[src/rtl/busclk_pkg.sv]
package busclk_pkg;
   localparam int unsigned SEL_W = 3;

   typedef enum logic [SEL_W-1:0] {
      SEL_REF0  = 3'b000,
      SEL_DIVA  = 3'b001,
      SEL_DIVB  = 3'b010,
      SEL_DIVC  = 3'b011,
      SEL_DIVD  = 3'b100,
      SEL_DIVE  = 3'b101,
      SEL_DIVF  = 3'b110,
      SEL_REF1  = 3'b111
   } bus_sel_e;
endpackage

[src/rtl/busclk_decode.sv]
module busclk_decode #(
   parameter int unsigned RATIO_W = 4,
   parameter int unsigned DIV_A   = 4,
   parameter int unsigned DIV_B   = 5,
   parameter int unsigned DIV_C   = 6,
   parameter int unsigned DIV_D   = 8,
   parameter int unsigned DIV_E   = 10,
   parameter int unsigned DIV_F   = 12
) (
   input  logic [busclk_pkg::SEL_W-1:0] sel_i,
   output logic [RATIO_W-1:0]           ratio_o
);
   import busclk_pkg::*;

   always_comb begin
      unique case (bus_sel_e'(sel_i))
         SEL_DIVA: ratio_o = RATIO_W'(DIV_A);
         SEL_DIVB: ratio_o = RATIO_W'(DIV_B);
         SEL_DIVC: ratio_o = RATIO_W'(DIV_C);
         SEL_DIVD: ratio_o = RATIO_W'(DIV_D);
         SEL_DIVE: ratio_o = RATIO_W'(DIV_E);
         SEL_DIVF: ratio_o = RATIO_W'(DIV_F);
         default:  ratio_o = '0;
      endcase
   end
endmodule

[src/rtl/busclk_divider.sv]
module busclk_divider #(
   parameter int unsigned RATIO_W = 4
) (
   input  logic               clk,
   input  logic               rst_n,
   input  logic               ref_tick_i,
   input  logic [RATIO_W-1:0] next_ratio_i,
   output logic               tc_o,
   output logic [RATIO_W-1:0] ratio_o
);
   logic [RATIO_W-1:0] cnt_q;
   logic [RATIO_W-1:0] ratio_q;
   logic               ref_mode;
   logic [RATIO_W-1:0] last_cnt;

   assign ref_mode = (ratio_q == '0);
   assign last_cnt = ratio_q - RATIO_W'(1);
   assign tc_o     = ref_mode ? ref_tick_i : (cnt_q == last_cnt);
   assign ratio_o  = ratio_q;

   always_ff @(posedge clk) begin
      if (!rst_n) begin
         cnt_q   <= '0;
         ratio_q <= '0;
      end else if (tc_o) begin
         cnt_q   <= '0;
         ratio_q <= next_ratio_i;
      end else if (!ref_mode) begin
         cnt_q   <= cnt_q + RATIO_W'(1);
      end
   end
endmodule

[src/rtl/busclk_pulse.sv]
module busclk_pulse #(
   parameter bit OUT_REG = 1'b1
) (
   input  logic clk,
   input  logic rst_n,
   input  logic tc_i,
   output logic ce_o
);
   generate
      if (OUT_REG) begin : g_reg
         logic ce_q;
         always_ff @(posedge clk) begin
            if (!rst_n) ce_q <= 1'b0;
            else        ce_q <= tc_i;
         end
         assign ce_o = ce_q;
      end else begin : g_comb
         logic unused_clk;
         assign unused_clk = clk;
         assign ce_o = tc_i & rst_n;
      end
   endgenerate
endmodule

[src/rtl/busclk_gen.sv]
module busclk_gen #(
   parameter int unsigned RATIO_W = 4,
   parameter int unsigned DIV_A   = 4,
   parameter int unsigned DIV_B   = 5,
   parameter int unsigned DIV_C   = 6,
   parameter int unsigned DIV_D   = 8,
   parameter int unsigned DIV_E   = 10,
   parameter int unsigned DIV_F   = 12,
   parameter bit          OUT_REG = 1'b1
) (
   input  logic                          clk,
   input  logic                          rst_n,
   input  logic [busclk_pkg::SEL_W-1:0]  sel_i,
   input  logic                          ref_tick_i,
   output logic                          bus_ce_o,
   output logic [RATIO_W-1:0]            ratio_o
);
   localparam int unsigned MAX_RATIO = (1 << RATIO_W) - 1;

   generate
      if (DIV_A < 2 || DIV_B < 2 || DIV_C < 2 ||
          DIV_D < 2 || DIV_E < 2 || DIV_F < 2) begin : g_bad_min
         $error("busclk_gen: every divide ratio must be at least 2");
      end
      if (DIV_A > MAX_RATIO || DIV_B > MAX_RATIO || DIV_C > MAX_RATIO ||
          DIV_D > MAX_RATIO || DIV_E > MAX_RATIO || DIV_F > MAX_RATIO) begin : g_bad_max
         $error("busclk_gen: a divide ratio does not fit RATIO_W");
      end
   endgenerate

   logic [RATIO_W-1:0] next_ratio;
   logic               tc;

   busclk_decode #(
      .RATIO_W (RATIO_W),
      .DIV_A   (DIV_A),
      .DIV_B   (DIV_B),
      .DIV_C   (DIV_C),
      .DIV_D   (DIV_D),
      .DIV_E   (DIV_E),
      .DIV_F   (DIV_F)
   ) u_dec (
      .sel_i   (sel_i),
      .ratio_o (next_ratio)
   );

   busclk_divider #(
      .RATIO_W (RATIO_W)
   ) u_div (
      .clk          (clk),
      .rst_n        (rst_n),
      .ref_tick_i   (ref_tick_i),
      .next_ratio_i (next_ratio),
      .tc_o         (tc),
      .ratio_o      (ratio_o)
   );

   busclk_pulse #(
      .OUT_REG (OUT_REG)
   ) u_pls (
      .clk   (clk),
      .rst_n (rst_n),
      .tc_i  (tc),
      .ce_o  (bus_ce_o)
   );
endmodule

[config.mk]
export PLATFORM = sky130hd
export DESIGN_NAME = busclk_gen
export DESIGN_NICKNAME = d
export VERILOG_FILES = /design/src/rtl/busclk_pkg.sv /design/src/rtl/busclk_decode.sv /design/src/rtl/busclk_divider.sv /design/src/rtl/busclk_pulse.sv /design/src/rtl/busclk_gen.sv
export SDC_FILE = /design/constraint.sdc
export NUM_CORES = 1
export LEC_CHECK = 0
export BUFFER_PORTS_ARGS = -buffer_cell sky130_fd_sc_hd__clkbuf_2
export CORE_AREA = 3 3 40 42
export CTS_CLUSTER_DIAMETER = 40
export DETAILED_ROUTE_END_ITERATION = 8
export DIE_AREA = 0 0 43 45
export PLACE_DENSITY = 0.7
export SETUP_SLACK_MARGIN = 0.1
export SLEW_MARGIN = 0
export SYNTH_ARGS = -nofsm -noshare
export SYNTH_HDL_FRONTEND = slang
export SYNTH_SLANG_ARGS = --single-unit
[constraint.sdc]
create_clock -name clk -period 4.8 [get_ports clk]
set_input_delay 1.2 -clock clk [delete_from_list [all_inputs] [get_ports clk]]
set_output_delay 1.2 -clock clk [all_outputs]
set_load 0.005 [all_outputs]
; ---- Yosys cells after proc, flatten, opt, wreduce, memory -nomap -nowiden
; Index checks and enable logic that the tools add are counted.
[totals]
elab_cells = 17
reg_bits = 9
input_bits = 6
output_inout_bits = 5
[classes]
n_addsub = 2
mux = 2
n_reduce_logical = 2
n_eq_ne = 7
n_bitwise = 1
[op_table]
columns = cell, n
row1 = 4-bit one-hot mux with 6 select lines, 1
row2 = 3-bit equality test (second input constant), 3
row3 = 3-bit by 2-bit equality test with 1-bit output (second input constant), 2
row4 = 4-bit by 1-bit adder with 4-bit output (second input constant), 1
row5 = 4-bit equality test, 1
row6 = 4-bit zero test, 1
row7 = 4-bit by 1-bit subtractor with 4-bit output (second input constant), 1
row8 = 3-bit by 1-bit equality test with 1-bit output (second input constant), 1
row9 = 2-bit OR reduction, 1
row10 = 1-bit two-way mux, 1
row11 = 1-bit inverter, 1

; ---- Longest topological paths before layout
; Gate-level depths: netlist of the first run.
[logic_depth]
ltp_word = 4
ltp_mapped = 7
depth_no_buf = 7

; ---- Modules after synthesis
; From an unflattened synthesis of the first run, not the netlist that was laid out.
[unflattened]
hier_cells = 59
hier_area_um2 = 520.5
[by_module_without_submodules]
columns = mod, cells_each, area_each_um2, seq_area_each_um2, n_inst
row1 = busclk_divider, 51, 455.4, 160.2, 1
row2 = busclk_decode, 6, 38.8, 0.0, 1
row3 = busclk_pulse, 2, 26.3, 20.0, 1

; ---- Worst setup path before layout of the first run
; OpenSTA, ideal clock, no wires.
[synth_timing]
path_kind = input-to-reg
from = input port sel_i[0] in the netlist's numbering
to = register u_div.ratio_q[0] (netlist: u_div.ratio_o[0])
setup_slack_ns = 2.942
arrival_time_ns = 1.786
cell_stages = 2
n_path_buf = 0
setup_ns = 0.072
required_time_ns = 4.728
cell_sequence = or4bb_1 mux2i_1
[synth_via]
elab_chain_cells = 2
elab_cells_between_ends = 7
classes_between = eq/ne: 6 / mux: 1
[synth_rtl]
columns = item, line
row1 = "start, declared", busclk_gen.sv:13  ; input logic [busclk_pkg::SEL_W-1:0] sel_i,
row2 = 3-bit equality test (tied with other cells), busclk_decode.sv:16  ; unique case (bus_sel_e'(sel_i))
row3 = 4-bit one-hot mux with 6 select lines *, busclk_decode.sv:16
row4 = "end signal, assigned", busclk_divider.sv:27  ; ratio_q <= next_ratio_i;
row5 = "end, declared", busclk_divider.sv:12  ; logic [RATIO_W-1:0] ratio_q;
; Mark *: on every way between the ends. The rest lies on a longest branch, timed or not.
; A chain may end at the register's enable or synchronous reset.

; ---- Final worst setup path of the first run
[layout_timing]
from = register u_div.ratio_q[0] (netlist: u_div.ratio_o[0])
to = output port ratio_o[0]
[layout_rtl]
columns = item, line
row1 = "end, declared", busclk_gen.sv:16  ; output logic [RATIO_W-1:0] ratio_o
; No word-level cell between the ends.

==> reports/summary.txt, run 1 <==
Asr flop ratio synth -> 0%
Die ar. -> 1940 µm²
Layout Skew -> 0.00509 ns
Initial DRT Pass Iterations -> 4
Dpl hpwl -> 805 µm
Synthesized area -> 527 µm²
R2R depth -> 6
Die Height -> 45 µm
Critical Path End Type -> primary output
Die width -> 43 µm
Top-count cell post-synth -> dfxtp_1
Post-layout nets -> 84
Slowest-stage cell, CP -> dfxtp_1
First-pass GRT wire length -> 1820 µm
Clock-pin slew on the worst setup and hold paths -> 0.06 ns
1st-iter DRT viols -> 5
Via density per instance -> 5.29
Pwr dens -> 313 nW/µm²
Worst Setup Path Type -> reg -> out
Yosys top cell area share -> 34.2%
Post-synth top cells -> dfxtp_1 (9), nor2_1 (8)
Hold depth -> 2
WP depth -> 1
Leakage -> 0.248 nW
Number of global-route vias before repair -> 455
Final hold viol count -> 0
Total CTS buffers -> 3
Worst Max-Slew Pin Slew -> 0.288 ns
Sequential Power Share -> 44.8%
Worst vdd ir -> 0.160 mV
P_int -> 0.134 mW
Syn Area/Cell -> 8.64 µm²
Port Buffers -> 10
Clock sinks -> 9
CP max stage delay -> 0.42 ns
Final period utilization -> 42.2%
Top post-synthesis cells by area -> dfxtp_1 (34%), xnor2_1 (6.7%), nor2_1 (5.7%)
Seq/Total Area, Yosys -> 34.2%
CTS H-tree lvls -> 1
Switching power -> 0.0610 mW
I/O pins -> 11
Fill cells -> 134
Number of flops mapped to enable cells by yosys -> 0
Detailed-route wire length per cell -> 11.0 µm
Arrival @ worst endpoint -> 0.83 ns
Power share of the combinational group -> 25.5%
Initial Utilization -> 41.0%
Postcts setup bufs -> 0
Largest net degree at the start of global routing -> 9
Critical path buffer and inverter count -> 1
Core ar. -> 1280 µm²
CP max FO -> 5
Clk buf depth -> 2
Slew Limit Fails -> 0
Post-route ant nets -> 0
GRT overflow -> 0
Clock Tree Root -> clkbuf_4
Post-Synthesis Cells -> 61
Number of cell rows -> 13
RSZ-0062 raised after global routing -> no
Total power -> 0.195 mW
Req. time, crit path -> 3.60 ns
Outcome -> finished clean
Worst-Skew Late Latency -> 0.26 ns
Antenna Diode Count -> 0
FMAX -> 494 MHz
Synth Warn # -> 0
P&R area growth vs syn -> 18.1%
All-Layer GR Usage -> 11.9%
Total length of routed wires -> 986 µm
Clock power share -> 29.7%
Most used DFF post-synth -> dfxtp_1
Worst Setup Start Kind -> flop
Hold-fix buffers, CTS -> 0
Vias -> 476
Placer Congestion -> 0.790
Final setup TNS -> 0 ns
CP Cell Sequence -> clkbuf_2
Setup Viol. Count Final -> 0
Worst path top cell family by delay -> flip-flops
Min Tclk post-route -> 2.03 ns
Layout cells sized above 1 -> 21.3%
Slew HR -> 80.8%
R2R Setup Slk -> 2.89 ns
CTS tree -> built
Maxcap violations -> 0
Synth area leader -> dfxtp_1
Post_cts resized -> 0
Syn Nets -> 69
Post-synthesis cell type count -> 25
DR DRC count -> 0
Synthesis-stage register bit count -> 9
Worst Hold Class -> reg -> reg
Sw frac -> 31.3%
Initial antenna violation count -> 0
-- layer usage --
metal / global-route usage, % / up-vias / wire [µm]
met5: 0 / - / 0
met4: 3.61 / 0 / 0
met3: 2.39 / 0 / 30
met2: 21.0 / 7 / 479
met1: 14.8 / 222 / 477
li1: - / 247 / -
-- per-stage QoR --
stage          area (µm²)  hold slack (ns)  instances  setup WS, ns  util [%]
2_1_floorplan         527            0.479         61          2.94         -
3_3_place_gp          596            0.497         86          2.78      46.3
3_5_place_dp          596            0.504         86          2.75      46.3
4_1_cts               622            0.511         90          2.77      48.4
5_1_grt               622            0.567         90          2.72      48.4
6_report              622            0.507         90          2.77      48.4
-- placed cells by master, fill, tap and decap left out --
master,synthesis,layout
xnor2_1,4,4
nand2b_2,1,1
a211o_1,1,1
clkbuf_1,0,1
dfxtp_1,9,9
a211oi_1,1,1
o22ai_1,2,2
nor3b_1,2,2
nor2b_1,2,2
or4bb_1,1,1
nor2_1,8,8
nand3_1,4,4
o21ai_0,1,1
and3_1,1,1
o211ai_1,1,1
nand2_1,4,4
clkbuf_2,0,10
mux2i_1,2,2
inv_1,4,4
a21oi_1,4,4
ha_1,2,2
clkbuf_4,0,3
a2111oi_4,1,1
xor2_1,2,2
a21oi_2,1,1
nor3_1,1,1
o21ai_1,1,1
nand3b_1,1,1
-- final cells by class --
class                      count  area, µm²  share of cell area (%)
timing repair buffer          10       50.0                    8.05
inverter                       4       15.0                    2.41
clock buffer                   4       26.3                    4.23
multi-input combinational     48        332                    53.3
tap                           15       18.8                    3.02
sequential                     9        180                    29.0
-- power by group through the flow --
stage               clock network (mW)  registers (mW)  logic, mW
floorplan                            0          0.0878     0.0367
detailed placement                   0          0.0889     0.0502
global route                    0.0635          0.0883     0.0570
finish                          0.0579          0.0872     0.0498
global placement                     0          0.0886     0.0491
CTS                             0.0591          0.0871     0.0502
-- path summary, 6_finish.rpt --
check | from | end
hold reg to reg | u_div.ratio_o[1] | u_div.ratio_o[1]
hold / removal | u_div.ratio_o[1] | u_div.ratio_o[1]
setup / recovery | u_div.ratio_o[0] | ratio_o[0]
setup reg to reg | u_div.ratio_o[0] | u_div.ratio_o[3]
-- cell families (layout without fill, tap and decap cells) --
group,after synthesis,count (layout),share of synthesized area (%)
buffers and inverters,4,18,2.85
XOR/XNOR,6,6,9.98
AO/OA/AOI/OAI,13,13,19.5
AND/OR/NAND/NOR,25,25,24.9
multiplexers,2,2,3.80
adder cells (fa/ha/maj),2,2,4.75
flip-flops,9,9,34.2
-- registers in the layout, summed over array words and instances, names as in the netlist --
register       cells
u_pls.ce_o         1
u_div.cnt_q        4
u_div.ratio_o      4
(Power assumes the default switching activity.)
==> inputs of run 2 (changes only) <==
--- a/config.mk
+++ b/config.mk
@@ -5,12 +5,13 @@
 export SDC_FILE = /design/constraint.sdc
 export NUM_CORES = 1
 export LEC_CHECK = 0
+export ABC_AREA = 1
 export BUFFER_PORTS_ARGS = -buffer_cell sky130_fd_sc_hd__clkbuf_2
 export CORE_AREA = 3 3 40 42
 export CTS_CLUSTER_DIAMETER = 40
 export DETAILED_ROUTE_END_ITERATION = 8
 export DIE_AREA = 0 0 43 45
-export PLACE_DENSITY = 0.7
+export PLACE_DENSITY = 0.75
 export SETUP_SLACK_MARGIN = 0.1
 export SLEW_MARGIN = 0
 export SYNTH_ARGS = -nofsm -noshare
==> constraint.sdc (replaced) <==
create_clock -name clk -period 1.79 [get_ports clk]
set_input_delay 0.4475 -clock clk [delete_from_list [all_inputs] [get_ports clk]]
set_output_delay 0.4475 -clock clk [all_outputs]
set_load 0.005 [all_outputs]
==> run 2 against run 1 <==
Setup slack worse by 2.5 ns. Sequential cell count stayed put. First-iteration DRC count is 20% lower. Total power grew to 2.5 times the previous value. Final cell count is 21% higher. Clock power grew to 2.8 times the previous value. Critical endpoint is now u_div.ratio_o[2].
==> reports/summary.txt, run 2 <==
Total CTS buffers -> 3 (unchanged)
Leakage -> 0.321 nW (+29%)
Asr flop ratio synth -> 0% (unchanged)
Worst vdd ir -> 0.391 mV (+140%)
Post-synth top cells -> nand2_1 (21), inv_1 (11), dfxtp_1 (9), nand3_1 (7)
DR DRC count -> 0 (unchanged)
Wire length on met2 -> 507 µm (+5.8%)
Worst R2R Start -> u_div.ratio_o[0]
Sw frac -> 31.1% (-0.21 points)
Outcome -> finished clean
Die width -> 43 µm (unchanged)
Seq/Total Area, Yosys -> 32.5% (-1.7 points)
Port Buffers -> 10 (unchanged)
Antenna Diode Count -> 0 (unchanged)
CTS H-tree lvls -> 1 (unchanged)
Die ar. -> 1940 µm² (unchanged)
RSZ-0062 raised after global routing -> no
Detailed-route wire length per cell -> 9.57 µm (-13%)
Slew Limit Fails -> 0 (unchanged)
FMAX -> 671 MHz
Slew HR -> 85.9% (+5.2 points)
Sequential Power Share -> 45.2% (+0.4 points)
Setup Viol. Count Final -> 0 (unchanged)
Post-DP Area -> 618 µm² (+3.8%)
Dpl hpwl -> 824 µm (+2.3%)
Number of cell rows -> 13 (unchanged)
Worst Setup Start Kind -> flop
Worst-Skew Late Latency -> 0.27 ns (about the same)
R2R depth -> 11 (+5)
First-pass GRT wire length -> 1780 µm (-2.3%)
Via density per instance -> 4.75 (-10%)
GRT overflow -> 0 (unchanged)
Commonest non-fill, non-tap cell in the layout -> nand2_1
Met3 routed WL -> 39 µm (+30%)
Die Height -> 45 µm (unchanged)
Post-layout nets -> 103 (+23%)
Hold-fix buffers, CTS -> 0 (unchanged)
Synth Warn # -> 0 (unchanged)
Final setup TNS -> 0 ns (unchanged)
Power share of the combinational group -> 21.8% (-3.7 points)
Post-Synthesis Cells -> 81 (+33%)
CTS tree -> built
All-Layer GR Usage -> 12.6% (+0.66 points)
Initial antenna violation count -> 0 (unchanged)
Hold_sp -> u_div.ratio_o[1]
Post-synthesis cell type count -> 20 (-20%)
Fill cells -> 123 (-8.2%)
Synthesis-stage register bit count -> 9 (unchanged)
Layout cells sized above 1 -> 25.5% (+4.2 points)
Clk buf depth -> 2 (unchanged)
Most frequent cells in the layout -> nand2_1 (21), inv_1 (11), clkbuf_2 (10)
I/O pins -> 11 (unchanged)
P_int -> 0.342 mW (+160%)
Worst Hold Class -> reg -> reg
Placer Congestion -> 0.736 (-6.8%)
Post-route ant nets -> 0 (unchanged)
Top-count cell post-synth -> nand2_1
Synth area leader -> dfxtp_1
1st-iter DRT viols -> 4 (-1)
Vias -> 518 (+8.8%)
Max Used Layer -> met4
R2R Path End -> u_div.ratio_o[2]
Critical Path End Type -> flop
Yosys top cell area share -> 32.5% (-1.7 points)
Final hold viol count -> 0 (unchanged)
M1 WL -> 469 µm (-1.7%)
Worst Max-Slew Pin Slew -> 0.210 ns (-0.0780 ns)
Pwr dens -> 770 nW/µm² (+150%)
Largest net degree at the start of global routing -> 11 (+2)
Worst Setup Path Type -> reg -> reg
Hold depth -> 2 (unchanged)
Final period utilization -> 83.3%
Clock power share -> 33.0% (+3.3 points)
Initial DRT Pass Iterations -> 4 (unchanged)
R2R Setup Slk -> 0.30 ns (-2.59 ns)
Syn Nets -> 89 (+29%)
Min Tclk post-route -> 1.49 ns
Req. time, crit path -> 2.00 ns (-1.60 ns)
Clock sinks -> 9 (unchanged)
Number of flops mapped to enable cells by yosys -> 0 (unchanged)
Clock-pin slew on the worst setup and hold paths -> 0.07 ns (about the same)
Switching power -> 0.154 mW (+150%)
Most used DFF post-synth -> dfxtp_1
CP max FO -> 7 (+2)
Layout Skew -> 0.00410 ns (-0.000990 ns)
Top post-synthesis cells by area -> dfxtp_1 (33%), nand2_1 (14%), inv_1 (7.4%)
Core ar. -> 1280 µm² (unchanged)
Final instance area -> 646 µm² (+3.8%)
Synthesized area -> 554 µm² (+5.2%)
P&R area growth vs syn -> 16.5%
Maxcap violations -> 0 (unchanged)
Number of global-route vias before repair -> 446 (-2.0%)
Initial Utilization -> 43.1% (+2.1 points)
Clock Tree Root -> clkbuf_4
Syn Area/Cell -> 6.84 µm² (-21%)
Total length of routed wires -> 1040 µm (+5.8%)
Hold Crit Endpoint -> u_div.ratio_o[1]
Arrival @ worst endpoint -> 1.71 ns (+0.88 ns)
[run 2: worst max-delay path by stage]
| stage | from | end | slack (ns) | cells past startpoint |
|---|---|---|---|---|
| 2_1_floorplan | u_div.ratio_o[0] | u_div.ratio_o[0] | 0.40 | 11 |
| 3_3_place_gp | u_div.ratio_o[0] | u_div.ratio_o[2] | 0.32 | 11 |
| 3_5_place_dp | u_div.ratio_o[0] | u_div.ratio_o[2] | 0.29 | 11 |
| 4_1_cts | u_div.ratio_o[0] | u_div.ratio_o[2] | 0.27 | 11 |
| 5_1_grt | u_div.ratio_o[1] | u_div.ratio_o[2] | 0.12 | 11 |
| 6_report | u_div.ratio_o[0] | u_div.ratio_o[2] | 0.30 | 11 |
[run 2: worst max-delay path: stages (launching register included)]
cell     delay (ns)
dfxtp_2        0.36
inv_2          0.05
ha_1           0.30
inv_1          0.06
nand2_1        0.04
nand2_1        0.05
nand3_1        0.07
nor2_2         0.12
nand2_2        0.11
nand2_2        0.11
nand3_1        0.09
nand2_1        0.07
[run 2: repair_timing]
item                       in CTS  in global routing
setup endpoints to repair       0                  1
gates resized for setup         0                  1
setup buffers                   0                  0
[run 2: kinds of logic (layout without fill, tap and decap cells)]
group                      count (synthesis)  after routing  share of synthesized area [%]
adders and majority gates                  2              2                           4.51
buffers and inverters                     16             29                           11.1
and+or+nand+nor                           44             44                           38.8
AOI/OAI and AO/OA                          6              6                           6.77
DFF                                        9              9                           32.5
xor gates and xnor gates                   4              4                           6.32
[run 2: stage by stage]
stage | power [mW] | util [%] | hold slack, ns | std cells | worst slack [ns]
finish | 0.497 | 50.2 | 0.502 | 109 | 0.299
global route | 0.535 | 50.2 | 0.539 | 109 | 0.124
CTS | 0.502 | 50.1 | 0.495 | 109 | 0.269
detailed placement | 0.337 | 48.1 | 0.497 | 105 | 0.286
global placement | 0.337 | 48.1 | 0.500 | 105 | 0.318
floorplan | 0.309 | - | 0.481 | 81 | 0.397
[run 2: layout make-up]
type	count	area, µm²	area share, %
Clock buffer	4	26.3	4.07
Inverter	15	56.3	8.72
Multi-Input combinational cell	56	313	48.4
Sequential cell	9	181	28.1
Tap cell	15	18.8	2.91
Timing Repair Buffer	10	50.0	7.75
[run 2: per-layer routing]
metal | vias to the layer above | global-route usage (%)
li1 | 286 | -
met1 | 218 | 15.7
met2 | 11 | 19.5
met3 | 3 | 1.20
met4 | 0 | 10.8
met5 | - | 0
[run 2: power groups by stage]
stage | sequential [mW] | clock [mW] | combinational (mW)
2_1_floorplan | 0.228 | 0 | 0.0815
3_3_place_gp | 0.229 | 0 | 0.107
3_5_place_dp | 0.229 | 0 | 0.108
4_1_cts | 0.225 | 0.169 | 0.109
5_1_grt | 0.227 | 0.183 | 0.125
6_report | 0.225 | 0.164 | 0.108
